File: config.mk
export PLATFORM = sky130hd
export DESIGN_NAME = spi_sensor_regs
export DESIGN_NICKNAME = d
export VERILOG_FILES = /design/src/rtl/spi_regmap_pkg.sv /design/src/rtl/spi_edge_sync.sv /design/src/rtl/spi_byte_shifter.sv /design/src/rtl/spi_axis_regfile.sv /design/src/rtl/spi_sensor_regs.sv
export SDC_FILE = /design/constraint.sdc
export NUM_CORES = 1
export LEC_CHECK = 0
export ABC_CLOCK_PERIOD_IN_PS = 4700
export BUFFER_PORTS_ARGS = -buffer_cell sky130_fd_sc_hd__buf_4
export CAP_MARGIN = 5
export CORE_MARGIN = 2
export CORE_UTILIZATION = 36
export DETAILED_ROUTE_END_ITERATION = 8
export GPL_TIMING_DRIVEN = 0
export PLACE_DENSITY = 0.61
export SETUP_SLACK_MARGIN = 0.2
export SLEW_MARGIN = 20
export SYNTH_ARGS = -nofsm -noshare
export SYNTH_HDL_FRONTEND = slang
export SYNTH_SLANG_ARGS = --single-unit
File: constraint.sdc
create_clock -name clk -period 4.7 [get_ports clk]
set_clock_uncertainty 0.1 [all_clocks]
set_input_delay 0.235 -clock clk [delete_from_list [all_inputs] [get_ports clk]]
set_output_delay 0.235 -clock clk [all_outputs]
set_load 0.05 [all_outputs]
File: src/rtl/spi_regmap_pkg.sv
package spi_regmap_pkg;
    localparam int AW = 6;
    localparam int DW = 8;
    localparam int CMD_RD_BIT = 7;
    localparam int CMD_MB_BIT = 6;

    localparam logic [AW-1:0] ADDR_ID    = 6'h00;
    localparam logic [AW-1:0] AXIS_BASE  = 6'h32;
    localparam logic [AW-1:0] AXIS_LAST  = 6'h37;
    localparam logic [AW-1:0] CFG_LO     = 6'h1D;
    localparam logic [AW-1:0] CFG_HI     = 6'h2F;
    localparam logic [AW-1:0] CFG_FORMAT = 6'h31;

    typedef enum logic [1:0] {
        ST_IDLE,
        ST_CMD,
        ST_DATA,
        ST_SKIP
    } seq_state_e;

    function automatic logic addr_writable(input logic [AW-1:0] a);
        return ((a >= CFG_LO) && (a <= CFG_HI)) || (a == CFG_FORMAT);
    endfunction

    function automatic logic addr_is_axis(input logic [AW-1:0] a);
        return (a >= AXIS_BASE) && (a <= AXIS_LAST);
    endfunction
endpackage

File: src/rtl/spi_edge_sync.sv
module spi_edge_sync #(
    parameter int STAGES = 2
) (
    input  logic clk,
    input  logic rst_n,
    input  logic sclk,
    input  logic cs_n,
    input  logic mosi,
    output logic sclk_rise,
    output logic sclk_fall,
    output logic cs_act,
    output logic cs_start,
    output logic mosi_s
);
    localparam int NSIG = 3;
    // bit 0 sclk, bit 1 cs_n, bit 2 mosi
    localparam logic [NSIG-1:0] IDLE_LVL = 3'b011;

    typedef struct packed {
        logic [STAGES-1:0][NSIG-1:0] chain;
        logic [NSIG-1:0]             prev;
    } sync_t;

    sync_t s_d, s_q;
    logic [NSIG-1:0] cur;

    always_comb begin
        s_d          = s_q;
        s_d.chain[0] = {mosi, cs_n, sclk};
        for (int i = 1; i < STAGES; i++) begin
            s_d.chain[i] = s_q.chain[i-1];
        end
        s_d.prev = s_q.chain[STAGES-1];
    end

    always_ff @(posedge clk or negedge rst_n) begin
        if (!rst_n) begin
            s_q.chain <= {STAGES{IDLE_LVL}};
            s_q.prev  <= IDLE_LVL;
        end else begin
            s_q <= s_d;
        end
    end

    assign cur       = s_q.chain[STAGES-1];
    assign sclk_rise = cur[0] & ~s_q.prev[0];
    assign sclk_fall = ~cur[0] & s_q.prev[0];
    assign cs_act    = ~cur[1];
    assign cs_start  = ~cur[1] & s_q.prev[1];
    assign mosi_s    = cur[2];
endmodule

File: src/rtl/spi_byte_shifter.sv
module spi_byte_shifter #(
    parameter int DW = 8
) (
    input  logic          clk,
    input  logic          rst_n,
    input  logic          active,
    input  logic          rise,
    input  logic          fall,
    input  logic          mosi_s,
    input  logic          load,
    input  logic [DW-1:0] load_byte,
    output logic [DW-1:0] rx_byte,
    output logic          byte_done,
    output logic          miso
);
    localparam int CW = $clog2(DW);

    typedef struct packed {
        logic [CW-1:0] cnt;
        logic [DW-1:0] rx;
        logic [DW-1:0] tx;
        logic          miso;
        logic          done;
    } shf_t;

    shf_t s_d, s_q;

    always_comb begin
        s_d      = s_q;
        s_d.done = 1'b0;
        if (!active) begin
            s_d.cnt  = '0;
            s_d.tx   = '0;
            s_d.miso = 1'b0;
        end else begin
            if (rise) begin
                s_d.rx = {s_q.rx[DW-2:0], mosi_s};
                if (s_q.cnt == CW'(DW-1)) begin
                    s_d.cnt  = '0;
                    s_d.done = 1'b1;
                end else begin
                    s_d.cnt = s_q.cnt + 1'b1;
                end
            end
            if (fall) begin
                s_d.miso = s_q.tx[DW-1];
                s_d.tx   = {s_q.tx[DW-2:0], 1'b0};
            end
            if (load) begin
                s_d.tx = load_byte;
            end
        end
    end

    always_ff @(posedge clk or negedge rst_n) begin
        if (!rst_n) begin
            s_q <= '0;
        end else begin
            s_q <= s_d;
        end
    end

    assign rx_byte   = s_q.rx;
    assign byte_done = s_q.done;
    assign miso      = s_q.miso;

    // a deselected port keeps MISO low
    a_r1_miso_idle: assert property (@(posedge clk) disable iff (!rst_n)
        (!active && $past(!active)) |-> !miso);

    // the sequencer reloads the transmit byte only right after a byte boundary
    a_r2_load_on_done: assert property (@(posedge clk) disable iff (!rst_n)
        load |-> s_q.done);
endmodule

File: src/rtl/spi_axis_regfile.sv
module spi_axis_regfile
    import spi_regmap_pkg::*;
#(
    parameter int          NAXIS  = 3,
    parameter logic [DW-1:0] DEV_ID = 8'hA7
) (
    input  logic                      clk,
    input  logic                      rst_n,
    input  logic                      wr_en,
    input  logic [AW-1:0]             wr_addr,
    input  logic [DW-1:0]             wr_data,
    input  logic [AW-1:0]             rd_addr,
    output logic [DW-1:0]             rd_data,
    input  logic                      snap_take,
    input  logic                      smp_load,
    input  logic [NAXIS*2*DW-1:0]     smp_bus
);
    localparam int NREG = 2 ** AW;
    localparam int NAB  = 2 * NAXIS;
    localparam int IW   = $clog2(NAB);

    typedef struct packed {
        logic [NREG-1:0][DW-1:0] cfg;
        logic [NAB-1:0][DW-1:0]  live;
        logic [NAB-1:0][DW-1:0]  snap;
    } rf_t;

    rf_t r_d, r_q;
    logic [IW-1:0] axis_idx;

    always_comb begin
        r_d = r_q;
        if (smp_load) begin
            r_d.live = smp_bus;
        end
        if (snap_take) begin
            r_d.snap = r_q.live;
        end
        if (wr_en) begin
            r_d.cfg[wr_addr] = wr_data;
        end
    end

    always_ff @(posedge clk or negedge rst_n) begin
        if (!rst_n) begin
            r_q <= '0;
        end else begin
            r_q <= r_d;
        end
    end

    assign axis_idx = IW'(rd_addr - AXIS_BASE);

    always_comb begin
        rd_data = '0;
        if (rd_addr == ADDR_ID) begin
            rd_data = DEV_ID;
        end else if (addr_writable(rd_addr)) begin
            rd_data = r_q.cfg[rd_addr];
        end else if (addr_is_axis(rd_addr)) begin
            // the snapshot taken this cycle is forwarded straight from the live copy
            rd_data = snap_take ? r_q.live[axis_idx] : r_q.snap[axis_idx];
        end
    end

    // the snapshot changes only when a read command asks for it
    a_r8_snap_hold: assert property (@(posedge clk) disable iff (!rst_n)
        !snap_take |=> $stable(r_q.snap));

    // the sequencer never aims a write at an axis byte
    a_r10_no_axis_write: assert property (@(posedge clk) disable iff (!rst_n)
        wr_en |-> !addr_is_axis(wr_addr));
endmodule

File: src/rtl/spi_sensor_regs.sv
module spi_sensor_regs
    import spi_regmap_pkg::*;
#(
    parameter int          SYNC_STAGES = 2,
    parameter logic [7:0]  DEV_ID      = 8'hA7
) (
    input  logic        clk,
    input  logic        rst_n,
    input  logic        spi_sclk,
    input  logic        spi_cs_n,
    input  logic        spi_mosi,
    output logic        spi_miso,
    input  logic        smp_load,
    input  logic [15:0] smp_x,
    input  logic [15:0] smp_y,
    input  logic [15:0] smp_z
);
    localparam int NAXIS = 3;

    typedef struct packed {
        seq_state_e    st;
        logic [AW-1:0] addr;
        logic          rd;
        logic          multi;
    } ctl_t;

    ctl_t c_d, c_q;

    logic          sclk_rise, sclk_fall, cs_act, cs_start, mosi_s;
    logic [DW-1:0] rx_byte, rd_data, load_byte;
    logic          byte_done, load, wr_en, snap_take;
    logic [AW-1:0] rd_addr;

    spi_edge_sync #(.STAGES(SYNC_STAGES)) sync_i (
        .clk      (clk),
        .rst_n    (rst_n),
        .sclk     (spi_sclk),
        .cs_n     (spi_cs_n),
        .mosi     (spi_mosi),
        .sclk_rise(sclk_rise),
        .sclk_fall(sclk_fall),
        .cs_act   (cs_act),
        .cs_start (cs_start),
        .mosi_s   (mosi_s)
    );

    spi_byte_shifter #(.DW(DW)) shf_i (
        .clk      (clk),
        .rst_n    (rst_n),
        .active   (cs_act),
        .rise     (sclk_rise),
        .fall     (sclk_fall),
        .mosi_s   (mosi_s),
        .load     (load),
        .load_byte(load_byte),
        .rx_byte  (rx_byte),
        .byte_done(byte_done),
        .miso     (spi_miso)
    );

    spi_axis_regfile #(.NAXIS(NAXIS), .DEV_ID(DEV_ID)) rf_i (
        .clk      (clk),
        .rst_n    (rst_n),
        .wr_en    (wr_en),
        .wr_addr  (c_q.addr),
        .wr_data  (rx_byte),
        .rd_addr  (rd_addr),
        .rd_data  (rd_data),
        .snap_take(snap_take),
        .smp_load (smp_load),
        .smp_bus  ({smp_z, smp_y, smp_x})
    );

    // the command byte names the first read address; afterwards the next one is prefetched
    assign rd_addr = (c_q.st == ST_CMD) ? rx_byte[AW-1:0] : AW'(c_q.addr + 1'b1);

    always_comb begin
        c_d       = c_q;
        wr_en     = 1'b0;
        snap_take = 1'b0;
        load      = 1'b0;
        load_byte = '0;
        if (!cs_act) begin
            c_d.st = ST_IDLE;
        end else if (cs_start) begin
            c_d.st = ST_CMD;
        end else if (byte_done) begin
            unique case (c_q.st)
                ST_CMD: begin
                    c_d.rd    = rx_byte[CMD_RD_BIT];
                    c_d.multi = rx_byte[CMD_MB_BIT];
                    c_d.addr  = rx_byte[AW-1:0];
                    c_d.st    = ST_DATA;
                    load      = 1'b1;
                    if (rx_byte[CMD_RD_BIT]) begin
                        snap_take = 1'b1;
                        load_byte = rd_data;
                    end
                end
                ST_DATA: begin
                    wr_en = !c_q.rd && addr_writable(c_q.addr);
                    load  = 1'b1;
                    if (c_q.multi) begin
                        c_d.addr = AW'(c_q.addr + 1'b1);
                        if (c_q.rd) begin
                            load_byte = rd_data;
                        end
                    end else begin
                        c_d.st = ST_SKIP;
                    end
                end
                ST_SKIP: begin
                    load = 1'b1;
                end
                default: begin
                end
            endcase
        end
    end

    always_ff @(posedge clk or negedge rst_n) begin
        if (!rst_n) begin
            c_q.st    <= ST_IDLE;
            c_q.addr  <= '0;
            c_q.rd    <= 1'b0;
            c_q.multi <= 1'b0;
        end else begin
            c_q <= c_d;
        end
    end

    // a burst steps the address by one per data byte
    a_r3_addr_step: assert property (@(posedge clk) disable iff (!rst_n)
        (byte_done && cs_act && !cs_start && c_q.st == ST_DATA && c_q.multi)
        |=> (c_q.addr == AW'($past(c_q.addr) + 1'b1)));

    // once a single-byte access is used up, the address stays put
    a_r4_skip_addr_hold: assert property (@(posedge clk) disable iff (!rst_n)
        (c_q.st == ST_SKIP) |=> $stable(c_q.addr));

    // writes only land at a completed data byte inside a selected transaction
    a_r9_write_in_select: assert property (@(posedge clk) disable iff (!rst_n)
        wr_en |-> (cs_act && byte_done && c_q.st == ST_DATA));
endmodule

* Yosys cells after proc, flatten, opt, wreduce, memory -nomap -nowiden
Cells that the tools add are included.
** Word-level totals
- Register bits :: 647
- Input port bits :: 54
** Cells by class
- Equality and inequality tests :: 8
- Bitwise logic cells :: 7
- $lt $le $gt $ge :: 10
- $add $sub $neg :: 3
- Reductions and logical operators :: 20
- Multiplexer cells :: 49
** Operators with widths (number)
- $bwmux 512 :: 1
- $mux 8 :: 14
- $bmux 8 s3 :: 2
- $bmux 8 s6 :: 1
- $demux 8 s6 :: 1
- $pmux 8 s2 :: 2
- $le 6x6->1 const B :: 3
- $mux 9 :: 2
- $mux 1 :: 16
- $lt 6x7->1 const B :: 2
- $eq 6x6->1 const B :: 2
- $ge 6x5->1 const B :: 2
- $mux 6 :: 2
- $mux 11 :: 1
- $mux 10 :: 1
- $mux 2 :: 4
- $add 6x1->6 const B :: 1
- $ge 6x1->1 const B :: 1
- $ge 6x6->1 const B :: 1
- $logic_not 6->1 :: 1
- $mux 3 :: 2
- $reduce_bool 2->1 :: 3
- $reduce_bool 3->1 :: 2
- $logic_and 1x1->1 :: 5
- other kinds (18) :: 25

* Longest topological paths before layout
- Depth in word-level cells :: 16
- Mapped depth :: 15
- Depth with buffers taken out :: 11

* Cells and area by module
From an unflattened synthesis, not the netlist that was laid out.
** Second synthesis, totals
- Cells, all modules :: 1316
- Area, all modules :: 17754.5 um2
** By module, submodules not included
- spi_axis_regfile :: instances 1, cells an instance 1114, area an instance 15554.9 um2
- spi_byte_shifter :: instances 1, cells an instance 78, area an instance 1048.5 um2
- spi_sensor_regs :: instances 1, cells an instance 112, area an instance 918.4 um2
- spi_edge_sync :: instances 1, cells an instance 12, area an instance 232.7 um2

* Least setup slack after synthesis
No wires, ideal clock.
- Kind :: register to register
- Start point :: register c_q[2] (netlist name)
- End point :: register shf_i.s_q[3] (netlist name)
- Path buffers :: 5
- Period minus slack after synthesis :: 3.820 ns
- Slack :: 0.880 ns
- Arrival :: 3.654 ns
- Required time :: 4.534 ns
- Stages on the path, launching flop included :: 15
- Cells stage by stage :: dfrtp_1 clkbuf_1 inv_1 ha_1 mux2i_1 inv_1 clkbuf_1 clkbuf_1 buf_1 ha_1 clkbuf_1 nand2_1 or3_1 a31oi_1 o31a_1
** On the way
- Longest elaborated chain between the ends :: 16
- Elaborated cells on any way between the ends :: 30
** Ends and longest elaborated chain
- start, declared :: RTL line spi_sensor_regs.sv:27 : ctl_t c_d, c_q;
- $add 6x1->6 (*) :: RTL line spi_sensor_regs.sv:75 : assign rd_addr = (c_q.st == ST_CMD) ? rx_byte[AW-1:0] : AW'(c_q.addr + 1'b1);
- $mux 6 (*) :: RTL line spi_sensor_regs.sv:75
- $sub 3x2->3 :: RTL line spi_axis_regfile.sv:52 : assign axis_idx = IW'(rd_addr - AXIS_BASE);
- $bmux 8 s3 :: RTL line spi_axis_regfile.sv:62 : rd_data = snap_take ? r_q.live[axis_idx] : r_q.snap[axis_idx];
- $mux 8 (not written as such) :: RTL line spi_axis_regfile.sv:62
- $mux 8 :: RTL line spi_axis_regfile.sv:62
- $mux 8 :: RTL line spi_axis_regfile.sv:60 : end else if (addr_is_axis(rd_addr)) begin
- $mux 8 :: RTL line spi_axis_regfile.sv:58 : end else if (addr_writable(rd_addr)) begin
- $mux 8 (*) :: RTL line spi_axis_regfile.sv:56 : if (rd_addr == ADDR_ID) begin
- $mux 8 :: RTL line spi_sensor_regs.sv:105 : if (c_q.rd) begin
- $mux 8 :: RTL line spi_sensor_regs.sv:103 : if (c_q.multi) begin
- $pmux 8 s2 (*) :: RTL line spi_sensor_regs.sv:88 : unique case (c_q.st)
- $mux 8 (*) :: RTL line spi_sensor_regs.sv:87 : end else if (byte_done) begin
- $mux 8 (*) :: RTL line spi_sensor_regs.sv:85 : end else if (cs_start) begin
- $mux 8 (*) :: RTL line spi_byte_shifter.sv:49 : if (load) begin
- $mux 9 (*) :: RTL line spi_byte_shifter.sv:31 : if (!active) begin
- end signal, assigned :: RTL line spi_byte_shifter.sv:57 : s_q <= '0;
- end signal, assigned :: RTL line spi_byte_shifter.sv:59 : s_q <= s_d;
- end, declared :: RTL line spi_byte_shifter.sv:26 : shf_t s_d, s_q;
Every way passes the cells marked *; elsewhere a longest branch is shown, timed or not. The select of a mux whose other input is x is not followed.
A chain may end at the register's enable or synchronous reset.

* Worst setup path after layout
- Start point :: register c_q[2] (netlist name)
- End point :: register shf_i.s_q[9] (netlist name)
The elaborated chain is that of the path after synthesis.

==> results.cfg <==
[critical_path]
r2r_slack_ns = 0.39
critPathRequiredTime_ns = 5.04
criticalPathCategory = flip-flop to flip-flop
path_max_fanout = 10
reg2reg_depth = 15
startpoint = c_q[2]$_DFFE_PN0P_
critPathCaptureType = flip-flop
cp.arrival_ns = 4.65
timing.rr.end = shf_i.s_q[9]$_DFFE_PN0P_
startpoint_type = flip-flop
reg2reg_from = c_q[2]$_DFFE_PN0P_

[power]
pwr-share-seq = 0.431
p_leak_uw = 0.00800
powerDensity_nw_per_um2 = 368
clkPwrFrac = 0.428
p_sw_frac = 0.281
p_int_uw = 4580
peakVddDrop_mv = 0.342
netSwitchingPower_uw = 1790
p_comb_frac = 0.141

[global_routing]
grt_pass1_wl_um = 67500
first_global_vias = 11100
grt-ovfl-total = 0
antenna_found_initial = 1
grt_max_degree = 87
grt_usage = 0.214

[status]
status = finished, final reports clean

[place]
port_buffers = 53
dp.cells = 1876
hpwlAfterDp_um = 30700
placed_area_um2 = 15600
place_ws_ns = -1.32
gp_congestion = 0.952

[logic_synthesis]
yosys_warnings = 0
synthArstFlopShare = 1.00
synth_ff_type = dfrtp_1
synth-edff-count = 0
seq_area_frac_synth = 0.524
synth.distinct_cells = 73
netlist_instances = 1295
ys_ff_latch = 302
synth_area_um2 = 14400
synth_top_area_frac = 0.513
synth_nets = 1358
yosysTopAreaCell = dfrtp_1
syn_avg_cell_area_um2 = 11.1
ys_top_cells_by_area = dfrtp_1, mux2_2, nand2_1

[timing]
setup_violations = 0
fin_ws_ns = 0.387
max_freq_mhz = 232
finalMaxSlewViolations = 0
finalHoldWorstSlack_ns = 0.179
finalHoldViolCount = 0
fin_crit_ns = 4.31
relSlewSlack = 0.269
finalCritPeriodShare = 0.918
worstMarginPinSlew_ns = 1.10
rsz0062_at_grt = no

[routing]
drt_wl_total_um = 44300
wl_per_cell_um = 22.2
viasPerCell = 5.60
dr_total_vias = 11200
ant_nets = 0
dr.first_iter.drc_count = 1025
drc = 0
drtPass1Iterations = 6

[clock_network]
cts_tree = yes
clockRootBuffer = clkbuf_16
clock_latency_ns = 0.53
htree_num_levels = 2
cts_buffer_depth = 3
cts_buffers = 35
cts_num_sinks = 302
clk_pin_slew_ns = 0.06

[floorplan]
die_area_um2 = 41700
coreArea_um2 = 39600
ios = 55
fp-row-count = 73
die_x_um = 204
fp.dieH_um = 204
start_util = 0.364

[run]
drv_cap = 0

[hold_path]
hold_path_class = input pin to async pin

[cells_and_area]
area.growth.synth_to_final_pct = 20.0
layout_commonest_cell = dfrtp_1
diodes = 0
final_core_util = 0.437
layout.cells.non_filler = 1994
mostFrequentLayoutCells = dfrtp_1, nand2_1, mux2_2
finalNetCount = 1505
postLayoutCellArea_um2 = 17300
drive_gt1_frac = 0.272
-- sequential cells by signal (all words and copies together), names as in the netlist --
register / count
sync_i.cur: 3
shf_i.s_q: 11
shf_i.byte_done: 1
c_q: 10
sync_i.s_d: 3
rf_i.r_q: 263
shf_i.miso: 1
sync_i.s_q: 2
shf_i.rx_byte: 8
-- power by group through the flow --
stage	clock, uW	sequential [uW]	combinational (uW)
after floorplan	0	2760	438
after global placement	0	2790	818
after detailed placement	0	2790	842
after CTS	2770	2740	884
after global routing	2880	2750	959
final	2730	2740	901
-- metal layers --
layer / GRT usage / vias to the layer above / part of all wire
met5: 0 / - / 0
met4: 0.0732 / 0 / 0.036
met3: 0.0475 / 109 / 0.074
met2: 0.339 / 443 / 0.45
met1: 0.289 / 5683 / 0.43
li1: - / 4932 / -
-- metrics by stage --
| stage | TNS (ns) | total power, uW |
|---|---|---|
| 2_1_floorplan | 0 | 3200 |
| 5_1_grt | 0 | 6590 |
| 4_1_cts | 0 | 6400 |
| 6_report | 0 | 6380 |
| 3_5_place_dp | -8.59 | 3630 |
| 3_3_place_gp | -8.39 | 3610 |
-- repair_timing --
| item | in CTS | in global routing |
|---|---|---|
| gates cloned | 0 | 0 |
| setup endpoints to repair | 8 | 6 |
| hold endpoints to repair | 122 | 0 |
| hold buffers | 52 | 0 |
| setup buffers | 0 | 2 |
| resized for setup | 12 | 2 |
| pin swaps | 0 | 0 |
-- logic make-up (layout without fill, tap and decap cells) --
group | after synthesis | count (layout) | share of synthesized area
fa+ha+maj | 9 | 9 | 0.00780
buf+inv | 104 | 278 | 0.0283
simple gates | 435 | 435 | 0.137
mux | 267 | 267 | 0.212
compound gates | 174 | 174 | 0.0884
flops | 302 | 302 | 0.524
xor+xnor | 4 | 4 | 0.00243
-- synthesized netlist by cell type (7+ instances only) --
library cell,count
nand2b_1,8
nor3b_1,8
nand3_1,40
a311oi_1,20
buf_1,15
ha_1,9
buf_2,9
mux2_2,242
mux4_2,7
and3_1,32
a211oi_1,38
clkbuf_1,68
o21ai_0,19
nor2_1,51
nand2_1,253
inv_1,11
or3_1,7
a31oi_1,14
a21oi_1,19
mux2i_1,17
dfrtp_1,296
-- area by class of cell --
cell class                      count  area, um^2
Timing Repair Buffer              110        1020
Clock buffer                       56        1090
Tap cell                          525         657
Clock inverter                      8        82.6
Sequential cell                   302        7570
Buffer                             93         379
Multi-Input combinational cell    889        6480
Fill cell                        3781       22300
Inverter                           11        41.3
-- worst max-delay path: stages (launching register included) --
cell and delay [ns]:
dfrtp_2 0.47, clkbuf_2 0.29, inv_1 0.16, ha_1 0.49, mux2i_4 0.13, inv_1 0.16
clkbuf_2 0.33, clkbuf_4 0.33, buf_4 0.29, ha_1 0.19, a211oi_1 0.06, or4_4 0.49
buf_6 0.17, nor4_2 0.31, nor3_1 0.11, a21oi_1 0.14
-- worst max path at each step --
| stage | endpoint | slack, ns |
|---|---|---|
| final | shf_i.s_q[9]$_DFFE_PN0P_ | 0.39 |
| after CTS | shf_i.s_q[3]$_DFFE_PN0P_ | 0.22 |
| after detailed placement | shf_i.s_q[3]$_DFFE_PN0P_ | -1.32 |
| after global placement | shf_i.s_q[3]$_DFFE_PN0P_ | -1.31 |
| after global routing | shf_i.s_q[9]$_DFFE_PN0P_ | 0.23 |
| after floorplan | shf_i.s_q[3]$_DFFE_PN0P_ | 0.88 |
Note: power is estimated with default switching activity, not from simulation.
